--- config.mk ---
export PLATFORM = sky130hd
export DESIGN_NAME = e1_natbit_rx
export DESIGN_NICKNAME = d
export VERILOG_FILES = /design/src/rtl/e1nb_pkg.sv /design/src/rtl/e1nb_shadow.sv /design/src/rtl/e1nb_rdbuf.sv /design/src/rtl/e1nb_mfevt.sv /design/src/rtl/e1_natbit_rx.sv
export SDC_FILE = /design/constraint.sdc
export NUM_CORES = 1
export LEC_CHECK = 0
export BUFFER_PORTS_ARGS = -buffer_cell sky130_fd_sc_hd__buf_4
export CORE_ASPECT_RATIO = 0.7
export CORE_MARGIN = 5
export CORE_UTILIZATION = 50
export DETAILED_ROUTE_END_ITERATION = 12
export PLACE_DENSITY = 0.75
export SETUP_SLACK_MARGIN = 0.2
export SLEW_MARGIN = 10
export SYNTH_ARGS = -nofsm -noshare
export SYNTH_HDL_FRONTEND = slang
export SYNTH_SLANG_ARGS = --single-unit
--- constraint.sdc ---
create_clock -name clk -period 1.1 [get_ports clk]
set_clock_uncertainty 0.1 [all_clocks]
set_input_delay 0 -clock clk [delete_from_list [all_inputs] [get_ports clk]]
set_output_delay 0 -clock clk [all_outputs]
set_load 0.02 [all_outputs]
--- src/rtl/e1nb_pkg.sv ---
package e1nb_pkg;
  localparam int FRAMES_PER_MF = 16;
  localparam int FRAME_W       = $clog2(FRAMES_PER_MF);
  localparam int SLOTS         = FRAMES_PER_MF / 2;
  localparam int SLOT_W        = $clog2(SLOTS);
  localparam int SA_TOP_POS    = 4;   // Sa4 sits at byte bit 4, Sa8 at bit 0

  // Odd frames carry the spare bits.
  function automatic logic is_spare_frame(input logic [FRAME_W-1:0] fn);
    return fn[0];
  endfunction

  // Frame 1 -> bit SLOTS-1, frame 15 -> bit 0.
  function automatic logic [SLOT_W-1:0] slot_of(input logic [FRAME_W-1:0] fn);
    return ~fn[FRAME_W-1:1];
  endfunction

  function automatic logic is_last_frame(input logic [FRAME_W-1:0] fn);
    return fn == FRAME_W'(FRAMES_PER_MF - 1);
  endfunction

  function automatic logic is_first_frame(input logic [FRAME_W-1:0] fn);
    return fn == '0;
  endfunction
endpackage

--- src/rtl/e1nb_shadow.sv ---
module e1nb_shadow
  import e1nb_pkg::*;
#(
  parameter int NUM_SA = 5
) (
  input  logic                    clk,
  input  logic                    rst_n,
  input  logic                    take,
  input  logic [SLOT_W-1:0]       slot,
  input  logic [7:0]              chan_byte,
  output logic [NUM_SA*SLOTS-1:0] merged
);
  logic [NUM_SA*SLOTS-1:0] shadow_q;

  for (genvar s = 0; s < NUM_SA; s++) begin : g_sa
    for (genvar t = 0; t < SLOTS; t++) begin : g_slot
      assign merged[s*SLOTS+t] = (take && slot == SLOT_W'(t)) ? chan_byte[SA_TOP_POS-s]
                                                               : shadow_q[s*SLOTS+t];
    end
  end

  always_ff @(posedge clk) begin
    if (!rst_n) shadow_q <= '0;
    else        shadow_q <= merged;
  end
endmodule

--- src/rtl/e1nb_rdbuf.sv ---
module e1nb_rdbuf
  import e1nb_pkg::*;
#(
  parameter int NUM_SA = 5,
  parameter int ADDR_W = 3
) (
  input  logic                    clk,
  input  logic                    rst_n,
  input  logic                    commit,
  input  logic [NUM_SA*SLOTS-1:0] merged,
  input  logic [ADDR_W-1:0]       rd_addr,
  output logic [SLOTS-1:0]        rd_data
);
  logic [NUM_SA*SLOTS-1:0] vis_q;

  always_ff @(posedge clk) begin
    if (!rst_n)      vis_q <= '0;
    else if (commit) vis_q <= merged;
  end

  always_comb begin
    rd_data = '0;
    for (int s = 0; s < NUM_SA; s++)
      if (rd_addr == ADDR_W'(s)) rd_data = vis_q[s*SLOTS +: SLOTS];
  end
endmodule

--- src/rtl/e1nb_mfevt.sv ---
module e1nb_mfevt (
  input  logic clk,
  input  logic rst_n,
  input  logic mf_begin,
  input  logic irq_mask,
  input  logic irq_clear,
  output logic mf_flag,
  output logic irq_pend,
  output logic irq
);
  always_ff @(posedge clk) begin
    if (!rst_n) begin
      mf_flag  <= 1'b0;
      irq_pend <= 1'b0;
    end else begin
      mf_flag <= mf_begin;
      if (mf_begin)       irq_pend <= 1'b1;
      else if (irq_clear) irq_pend <= 1'b0;
    end
  end

  assign irq = irq_pend & ~irq_mask;
endmodule

--- src/rtl/e1_natbit_rx.sv ---
module e1_natbit_rx
  import e1nb_pkg::*;
#(
  parameter int NUM_SA = 5,
  parameter int ADDR_W = 3
) (
  input  logic               clk,
  input  logic               rst_n,
  input  logic               align_ok,
  input  logic               ts0_strobe,
  input  logic [7:0]         ts0_byte,
  input  logic [FRAME_W-1:0] frame_num,
  input  logic               irq_mask,
  input  logic               irq_clear,
  input  logic [ADDR_W-1:0]  rd_addr,
  output logic [SLOTS-1:0]   rd_data,
  output logic               mf_flag,
  output logic               irq
);
  logic                    live;
  logic                    take;
  logic                    commit;
  logic                    mf_begin;
  logic                    irq_pend;
  logic [NUM_SA*SLOTS-1:0] merged;

  assign live     = ts0_strobe & align_ok;
  assign take     = live & is_spare_frame(frame_num);
  assign commit   = take & is_last_frame(frame_num);
  assign mf_begin = live & is_first_frame(frame_num);

  e1nb_shadow #(.NUM_SA(NUM_SA)) u_shadow (
    .clk(clk), .rst_n(rst_n), .take(take), .slot(slot_of(frame_num)),
    .chan_byte(ts0_byte), .merged(merged)
  );

  e1nb_rdbuf #(.NUM_SA(NUM_SA), .ADDR_W(ADDR_W)) u_rdbuf (
    .clk(clk), .rst_n(rst_n), .commit(commit), .merged(merged),
    .rd_addr(rd_addr), .rd_data(rd_data)
  );

  e1nb_mfevt u_evt (
    .clk(clk), .rst_n(rst_n), .mf_begin(mf_begin), .irq_mask(irq_mask),
    .irq_clear(irq_clear), .mf_flag(mf_flag), .irq_pend(irq_pend), .irq(irq)
  );
endmodule

==> flow_summary.json, run 1 <==
{
  "die-area_sq_mm": 0.00807,
  "hold_slack_ns": -0.0733,
  "cts_inserted_buffers": 9,
  "grt_max_degree": 42,
  "io_buffers": 27,
  "slew_headroom_pct": 55.7,
  "syn_inst": 320,
  "ctsHoldBuffers": 3,
  "cp_slowest_stage_delay_ns": 0.33,
  "worstMarginPinSlew_ns": 0.663,
  "vias": 2523,
  "async_flop_share_pct": 0,
  "hold_class": "in -> reg",
  "fin_ws_ns": -0.305,
  "ys_types": 28,
  "hold_violations": 17,
  "ys.flop_type": "dfxtp_1",
  "violations": "negative hold slack, negative setup slack",
  "synth_area_leaders": "dfxtp_1 49%, mux2i_1 18%, o211ai_1 6.6%",
  "gr-usage-all-layers_pct": 19.4,
  "htreeDepth": 3,
  "critical-path-slowest-cell": "dfxtp_2",
  "avgViaCountPerCell": 5.68,
  "drt_first_pass_iters": 4,
  "powerDensity_mw_per_mm2": 1340,
  "clkSinkCount": 77,
  "crit_type": "reg -> out",
  "rsz0062_at_grt": "yes",
  "antenna_left": 0,
  "setup_viol": 8,
  "crit_required_ns": 1.00,
  "path_max_fanout": 2,
  "fp.dieW_um": 105,
  "ys_seq_area_share_pct": 48.5,
  "die_y_um": 76.7,
  "grt_pass1_vias": 2465,
  "dp_hpwl_um": 5030,
  "drc": 0,
  "drt_wl_total_um": 7560,
  "clkTransAtPathRegs_ns": 0.08,
  "drive_gt1_share_pct": 28.7,
  "critPathLaunchType": "register",
  "status": "finished with violations",
  "grt_pass1_wl_um": 12700,
  "ios": 31,
  "cts_tree": "done",
  "core-area_sq_mm": 0.00619,
  "crit_path_cell_trace": "mux2i_2 -> o2bb2ai_1 -> o21a_2 -> buf_6",
  "syn_area_sq_mm": 0.00318,
  "first_iter_violations": 190,
  "initial_core_util_pct": 51.3,
  "clockBufferDepth": 2,
  "yosysTopAreaCellShare_pct": 48.5,
  "synth_edf_count": 0,
  "ys_warn_count": 0,
  "ys_top_cells_by_count": "77 x dfxtp_1, 58 x mux2i_1, 48 x nand2_1, 34 x o21ai_0, 28 x o211ai_1",
  "p_leak_nw": 1.47,
  "routedWlPerCell_um": 17.0,
  "power_mw": 5.31,
  "min_period_ns": 1.40,
  "std_cell_rows": 24,
  "max_clock_freq_ghz": 0.712,
  "routabilityCongestion": 0.804,
  "n_antenna_cell": 0,
  "ys_ff_latch": 77,
  "grt_antenna_before_repair": 0,
  "num-nets-final": 384,
  "crit_path_end_kind": "output port",
  "ir_drop_mv": 0.630,
  "syn_area_per_cell_sq_um": 9.92,
  "areaGrowthSynthToFinish_pct": 24.7,
  "slew_violations": 0,
  "yosysMostFrequentCell": "dfxtp_1",
  "overflow": 0,
  "max_cap_viol_count": 0,
  "r2r_setup_slack_ns": 0.28,
  "period_share_pct": 128,
  "yosysTopAreaCell": "dfxtp_1",
  "crit_arrival_ns": 1.30,
  "cts-root-buf": "clkbuf_8",
  "clk_latency_ns": 0.35,
  "syn_nets": 341
}
## layout by cell type (no fill, tap or decap), drive strengths merged, types with 2 or more instances in the layout
cell type    count
nor2b            3
mux2i           58
nand2           49
nor2             4
o21ai           36
o2bb2ai          8
buf             56
o21a             9
dfxtp           77
clkinvlp         2
nor3             7
dlygate4sd3      3
o211ai          28
a31o             5
clkbuf          10
## critical path: cells and delay by family (launching register included)
family	cells	cell delay, ns
multiplexers	1	0.20
flip-flops	1	0.33
AO/OA/AOI/OAI	2	0.30
buffers and inverters	1	0.12
## where the power goes
| group | internal (mW) | switching, mW | total (mW) | leakage [nW] |
|---|---|---|---|---|
| Combinational | 0.186 | 0.255 | 0.441 | 0.751 |
| Sequential | 2.80 | 0.00352 | 2.80 | 0.628 |
| Clock | 1.08 | 0.989 | 2.07 | 0.0902 |
## final cells by class
type,count,area [sq um]
Timing Repair Buffer,59,538
Tap cell,78,97.6
Sequential cell,77,1560
Fill cell,484,2230
Clock inverter,4,50.0
Clock buffer,10,138
Multi-Input combinational cell,216,1580
## flip-flops by register name (all words and copies together), names as in the netlist
| name | count |
|---|---|
| u_evt.mf_flag | 1 |
| u_rdbuf.vis_q | 40 |
| u_shadow.shadow_q | 35 |
| u_evt.irq_pend | 1 |
## worst paths after layout
kind	from	end	depth (start not counted)
setup / recovery	u_rdbuf.vis_q[1]$_SDFFE_PN0P_	rd_data[1]	4
hold / removal	rst_n	u_rdbuf.vis_q[36]$_SDFFE_PN0P_	3
setup reg to reg	u_rdbuf.vis_q[6]$_SDFFE_PN0P_	u_rdbuf.vis_q[6]$_SDFFE_PN0P_	3
hold reg to reg	u_shadow.shadow_q[2]$_SDFF_PN0_	u_rdbuf.vis_q[2]$_SDFFE_PN0P_	2
## layer usage
metal  wire length (um)  global-route usage, %  vias to the layer above
li1                   -                      -                     1246
met1               3690                   27.3                     1209
met2               3360                   28.2                       58
met3                415                   7.05                       10
met4                 85                   5.11                        0
met5                  0                      0                        -
## logic make-up after synthesis
group           synth area share [%]
compound gates                  18.0
buf+inv                         4.14
flops                           48.5
mux                             18.3
simple gates                    11.0
## per-stage QoR
stage	std cells	utilization, %	cell area [sq um]	TNS, ns	setup slack, ns
after CTS	444	63.4	3920	-2.07	-0.311
after global routing	444	64.0	3960	-2.50	-0.335
after floorplan	320	-	3230	0	0.0138
final	444	64.0	3960	-1.98	-0.305
after global placement	426	58.5	3620	-1.68	-0.132
after detailed placement	426	58.5	3620	-2.58	-0.130
## what timing repair did
| item | CTS | global route |
|---|---|---|
| setup buffers | 1 | 0 |
| hold endpoints to repair | 22 | 16 |
| endpoints found under the setup margin | 10 | 11 |
| pin swaps | 9 | 1 |
| gates resized for setup | 26 | 10 |
No activity file was read; power rests on OpenSTA's default activity.
==> run 2: changes to the inputs <==
- PLACE_DENSITY: 0.75 -> 0.74
- SYNTH_HIERARCHICAL: default -> 1
- clock period: 1.1 -> 1.16 ns (I/O delays scaled with it)
==> flow_summary.json, run 2 <==
{
  "status": "finished with violations",
  "violations": "negative hold slack, negative setup slack",
  "min_period_ns": 1.43,
  "max_clock_freq_ghz": 0.700,
  "hp-start": "rst_n",
  "ys.flop_type": "dfxtp_1",
  "yosysTopAreaCell": "dfxtp_1",
  "slew_violations": 0,
  "ir_drop_mv": 0.969,
  "final_cell_mix": "93 x mux2i_1, 68 x dfxtp_1, 46 x nand2_1",
  "crit_type": "reg -> out",
  "whs_endpoint": "u_evt/irq_pend$_SDFFE_PN0P_",
  "cts_inserted_buffers": 9,
  "ys_warn_count": 6,
  "initial_core_util_pct": 51.2,
  "ys_types": 30,
  "path_max_fanout": 2,
  "clockBufferDepth": 2,
  "grt_max_degree": 27,
  "routedWlPerCell_um": 17.1,
  "fp.dieW_um": 117,
  "dp_slack_ns": -0.313,
  "syn_area_sq_mm": 0.00401,
  "std_cell_rows": 27,
  "drt_first_pass_iters": 4,
  "syn_nets": 389,
  "core-area_sq_mm": 0.00784,
  "synth.mux.area_fraction_pct": 36.6,
  "first_iter_violations": 193,
  "rsz0062_at_grt": "yes",
  "grt_busiest_layer": "met2",
  "clkSinkCount": 82,
  "top_regs": "u_rdbuf/vis_q x40, u_shadow/shadow_q x40",
  "fin_ws_ns": -0.268,
  "routabilityCongestion": 0.732,
  "crit_path_cell_trace": "mux2i_2 -> o22ai_1 -> or2_1 -> buf_6",
  "final_common_cell": "mux2i_1",
  "hold_slack_ns": -0.0612,
  "whs_path_depth": 2,
  "io_buffers": 27,
  "synth_area_leaders": "dfxtp_1 41%, mux2i_1 24%, mux2_2 7.0%",
  "cts-root-buf": "clkbuf_16",
  "overflow": 0,
  "use_met3_pct": 6.20,
  "num-nets-final": 463,
  "powerDensity_mw_per_mm2": 1120,
  "syn_inst": 368,
  "nFillCells": 598,
  "clkTransAtPathRegs_ns": 0.06,
  "period_share_pct": 123,
  "hold_class": "in -> reg",
  "grt_pass1_wl_um": 14700,
  "syn_area_per_cell_sq_um": 10.9,
  "grt_use_met2_pct": 29.9,
  "gr-usage-all-layers_pct": 19.5,
  "post_synth_fa_ha_maj_area_fraction_pct": 0,
  "ys_seq_area_share_pct": 40.9,
  "synth_compound_area_share_pct": 2.62,
  "max_cap_viol_count": 0,
  "vias": 2896,
  "htreeDepth": 3,
  "synth_top_family_by_area": "multiplexers",
  "ys_ff_latch": 82,
  "yosysMostFrequentCell": "mux2i_1",
  "grt_pass1_vias": 2908,
  "die_y_um": 84.9,
  "r2r_setup_slack_ns": 0.16,
  "hold_violations": 16,
  "slew_headroom_pct": 73.5,
  "synth-simple-area-share_pct": 15.1,
  "r2r_end": "u_rdbuf/vis_q[9]$_SDFFE_PN0P_",
  "ctsHoldBuffers": 3,
  "synth_xor_area_share_pct": 0,
  "worstReg2RegStart": "u_shadow/shadow_q[9]$_SDFF_PN0_",
  "critPathLaunchType": "register",
  "drc": 0,
  "cts_tree": "done",
  "async_flop_share_pct": 0,
  "r2r_cells": 3,
  "cp_slowest_stage_delay_ns": 0.33,
  "drt_wl_total_um": 9380,
  "drive_gt1_share_pct": 37.6,
  "worstMarginPinSlew_ns": 0.397,
  "antenna_left": 0,
  "power_mw": 5.95,
  "p_leak_nw": 2.22,
  "setup_viol": 8,
  "dp_hpwl_um": 6110,
  "grt_antenna_before_repair": 0,
  "synth_edf_count": 0,
  "clk_latency_ns": 0.33,
  "crit_arrival_ns": 1.33,
  "ios": 31,
  "critical-path-slowest-cell": "dfxtp_2",
  "ys_top_cells_by_count": "96 x mux2i_1, 82 x dfxtp_1, 46 x nand2_1, 41 x nor2b_1, 25 x mux2_2",
  "crit_path_end_kind": "output port",
  "yosysTopAreaCellShare_pct": 40.9,
  "areaGrowthSynthToFinish_pct": 32.9,
  "avgViaCountPerCell": 5.28,
  "crit_required_ns": 1.06,
  "die-area_sq_mm": 0.00994,
  "grt_util_met1_pct": 26.5,
  "n_antenna_cell": 0
}
## run 2: logic make-up after synthesis
logic type | count (synthesis)
multiplexers | 136
AND/OR/NAND/NOR | 106
flip-flops | 82
buffers and inverters | 29
AO/OA/AOI/OAI | 15
## run 2: critical path, delay by kind of cell, from the launching register on
family / cells / cell delay, ns
DFF: 1 / 0.33
and+or+nand+nor: 1 / 0.23
muxes: 1 / 0.20
buffers and inverters: 1 / 0.13
AOI/OAI and AO/OA: 1 / 0.10
## run 2: worst max-delay path by stage
stage | startpoint | end | slack (ns) | cells past startpoint
2_1_floorplan | frame_num[0] | u_rdbuf/vis_q[0]$_SDFFE_PN0P_ | -0.14 | 6
3_3_place_gp | frame_num[0] | u_rdbuf/vis_q[0]$_SDFFE_PN0P_ | -0.26 | 7
3_5_place_dp | frame_num[0] | u_rdbuf/vis_q[32]$_SDFFE_PN0P_ | -0.31 | 7
4_1_cts | u_rdbuf/vis_q[6]$_SDFFE_PN0P_ | rd_data[6] | -0.27 | 4
5_1_grt | u_rdbuf/vis_q[6]$_SDFFE_PN0P_ | rd_data[6] | -0.31 | 4
6_report | u_rdbuf/vis_q[14]$_SDFFE_PN0P_ | rd_data[6] | -0.27 | 4
## run 2: timing repair
action,in CTS,in global routing
endpoints found under the hold margin,16,15
buffers inserted,16,12
gates cloned,1,0
setup endpoints to repair,49,53
gates resized for setup,42,24
pin swaps,11,7
## run 2: layer usage
layer | wire length (um) | up-vias | part of all wire (%)
met3 | 469 | 9 | 5.0
met2 | 4280 | 62 | 46
met5 | 0 | - | 0
met4 | 98 | 0 | 1.0
li1 | - | 1429 | -
met1 | 4530 | 1396 | 48
## run 2: where the power goes
group          switching [mW]  internal [mW]  total [mW]
sequential            0.00587           2.83        2.83
combinational           0.219          0.226       0.445
clock                    1.11           1.56        2.67
total                    1.33           4.62        5.95
## run 2: stage by stage
stage | TNS [ns] | cell area (sq um) | instances | utilization [%]
4_1_cts | -1.66 | 5160 | 536 | 65.8
6_report | -1.50 | 5330 | 548 | 68.0
3_5_place_dp | -10.04 | 4590 | 500 | 58.5
3_3_place_gp | -8.57 | 4590 | 500 | 58.5
2_1_floorplan | -2.03 | 4150 | 368 | -
5_1_grt | -2.21 | 5330 | 548 | 68.0
## run 2: area by class of cell
type,instances,area [sq um],share of cell area [%]
Clock inverter,4,26.3,0.493
Multi-Input combinational cell,258,2320,43.5
Sequential cell,82,1660,31.1
Clock buffer,12,256,4.81
Tap cell,101,126,2.37
Inverter,3,22.5,0.423
Timing Repair Buffer,88,918,17.2
==> run 3: changes to the inputs <==
==> constraint.sdc (replaced) <==
create_clock -name clk -period 1.16 [get_ports clk]
set_clock_uncertainty 0.1 [all_clocks]
set_input_delay 0.058 -clock clk [delete_from_list [all_inputs] [get_ports clk]]
set_output_delay 0.058 -clock clk [all_outputs]
set_load 0.02 [all_outputs]
==> flow_summary.json, run 3 (synthesized netlist as in run 2, its figures left out) <==
{
  "status": "finished with violations",
  "violations": "negative setup slack",
  "crit_required_ns": 1.00,
  "die-area_sq_mm": 0.00994,
  "first_iter_violations": 122,
  "crit_type": "reg -> out",
  "setup_tns_ns": -2.16,
  "n_antenna_cell": 0,
  "fin_ws_ns": -0.310,
  "setup_viol": 15,
  "max_clock_freq_ghz": 0.680,
  "critPathLaunchType": "register",
  "final_cell_mix": "91 x mux2i_1, 71 x dfxtp_1, 46 x nand2_1",
  "std_cell_rows": 27,
  "cts-root-buf": "clkbuf_16",
  "grt_pass1_wl_um": 15300,
  "dp.cells": 494,
  "rsz0062_at_grt": "yes",
  "avgViaCountPerCell": 5.42,
  "clk_latency_ns": 0.34,
  "routedWlPerCell_um": 18.1,
  "die_y_um": 84.9,
  "whs_path_depth": 2,
  "areaGrowthSynthToFinish_pct": 32.2,
  "cts_inserted_buffers": 9,
  "grt_pass1_vias": 2862,
  "routabilityCongestion": 0.759,
  "grt_max_degree": 47,
  "initial_core_util_pct": 51.2,
  "top_regs": "u_rdbuf/vis_q x40, u_shadow/shadow_q x40",
  "powerDensity_mw_per_mm2": 1190,
  "clockBufferDepth": 2,
  "placed_cell_area_sq_mm": 0.00456,
  "dp_slack_ns": -0.377,
  "clkSinkCount": 82,
  "drt_first_pass_iters": 4,
  "hp-start": "rst_n",
  "period_share_pct": 127,
  "whs_endpoint": "u_evt/irq_pend$_SDFFE_PN0P_",
  "cts_tree": "done",
  "fin_util_pct": 67.7,
  "min_period_ns": 1.47,
  "final_common_cell": "mux2i_1",
  "r2r_cells": 3,
  "gr-usage-all-layers_pct": 20.1,
  "slew_headroom_pct": 70.5,
  "antenna_left": 0,
  "vias": 2898,
  "r2r_setup_slack_ns": 0.12,
  "ios": 31,
  "io_buffers": 27,
  "htreeDepth": 3,
  "ir_drop_mv": 0.881,
  "worstMarginPinSlew_ns": 0.442,
  "drt_wl_total_um": 9680,
  "p_leak_nw": 2.19,
  "power_mw": 6.33,
  "hold_slack_ns": 0.00964,
  "instances_no_fill": 535,
  "hold_violations": 0,
  "crit_path_end_kind": "output port",
  "drive_gt1_share_pct": 36.4,
  "core-area_sq_mm": 0.00784,
  "drc": 0,
  "final_area_sq_mm": 0.00530,
  "grt_antenna_before_repair": 0,
  "r2r_end": "u_rdbuf/vis_q[27]$_SDFFE_PN0P_",
  "worstReg2RegStart": "u_shadow/shadow_q[27]$_SDFF_PN0_",
  "path_max_fanout": 2,
  "fp.dieW_um": 117,
  "dp_hpwl_um": 5950,
  "num-nets-final": 451,
  "overflow": 0,
  "crit_arrival_ns": 1.31,
  "slew_violations": 0,
  "hold_class": "in -> reg",
  "clkTransAtPathRegs_ns": 0.06,
  "max_cap_viol_count": 0
}
run 3: cell types whose count changed in the layout (fill, tap and decap cells not counted), sizes merged:
cell / previous run / this run
buf: 85 / 75
bufinv: 0 / 2
clkbuf: 12 / 13
clkinv: 3 / 0
clkinvlp: 4 / 3
dlygate4sd3: 3 / 1
run 3: area by class of cell:
type	instances	area, sq um
Clock buffer	13	260
Tap cell	101	126
Multi-Input combinational cell	258	2340
Timing Repair Buffer	76	833
Sequential cell	82	1660
Clock inverter	2	60.1
Fill cell	587	2530
Inverter	3	22.5
run 3: worst max-delay path, cell delays in order, from the launching register on:
cell     delay, ns
dfxtp_1       0.32
mux2i_2       0.19
o22ai_1       0.12
a21o_1        0.21
buf_6         0.14
run 3: repair_timing:
item	in CTS	in global routing
setup buffers	16	7
endpoints found under the setup margin	49	67
hold buffers	1	0
hold endpoints to repair	1	0
gates resized for setup	45	16
pin swaps	15	4
cloned	2	0
run 3: worst max-delay path by stage:
stage / startpoint / to / slack (ns)
after detailed placement: frame_num[0] / u_rdbuf/vis_q[16]$_SDFFE_PN0P_ / -0.38
after global placement: frame_num[0] / u_rdbuf/vis_q[0]$_SDFFE_PN0P_ / -0.34
final: u_rdbuf/vis_q[2]$_SDFFE_PN0P_ / rd_data[2] / -0.31
after floorplan: frame_num[0] / u_rdbuf/vis_q[0]$_SDFFE_PN0P_ / -0.20
after global routing: u_rdbuf/vis_q[14]$_SDFFE_PN0P_ / rd_data[6] / -0.36
after CTS: u_rdbuf/vis_q[14]$_SDFFE_PN0P_ / rd_data[6] / -0.30
run 3: power breakdown:
group / switching (mW) / internal [mW] / leakage, nW
combinational: 0.219 / 0.202 / 1.37
sequential: 0.00582 / 2.83 / 0.666
clock: 1.09 / 1.99 / 0.156
total: 1.31 / 5.02 / 2.19
run 3: per-layer routing:
metal,wire [um],up-vias,global-route usage (%)
met2,4520,58,32.1
met1,4600,1428,27.1
met4,122,0,5.94
met3,435,13,4.78
li1,-,1399,-
met5,0,-,0
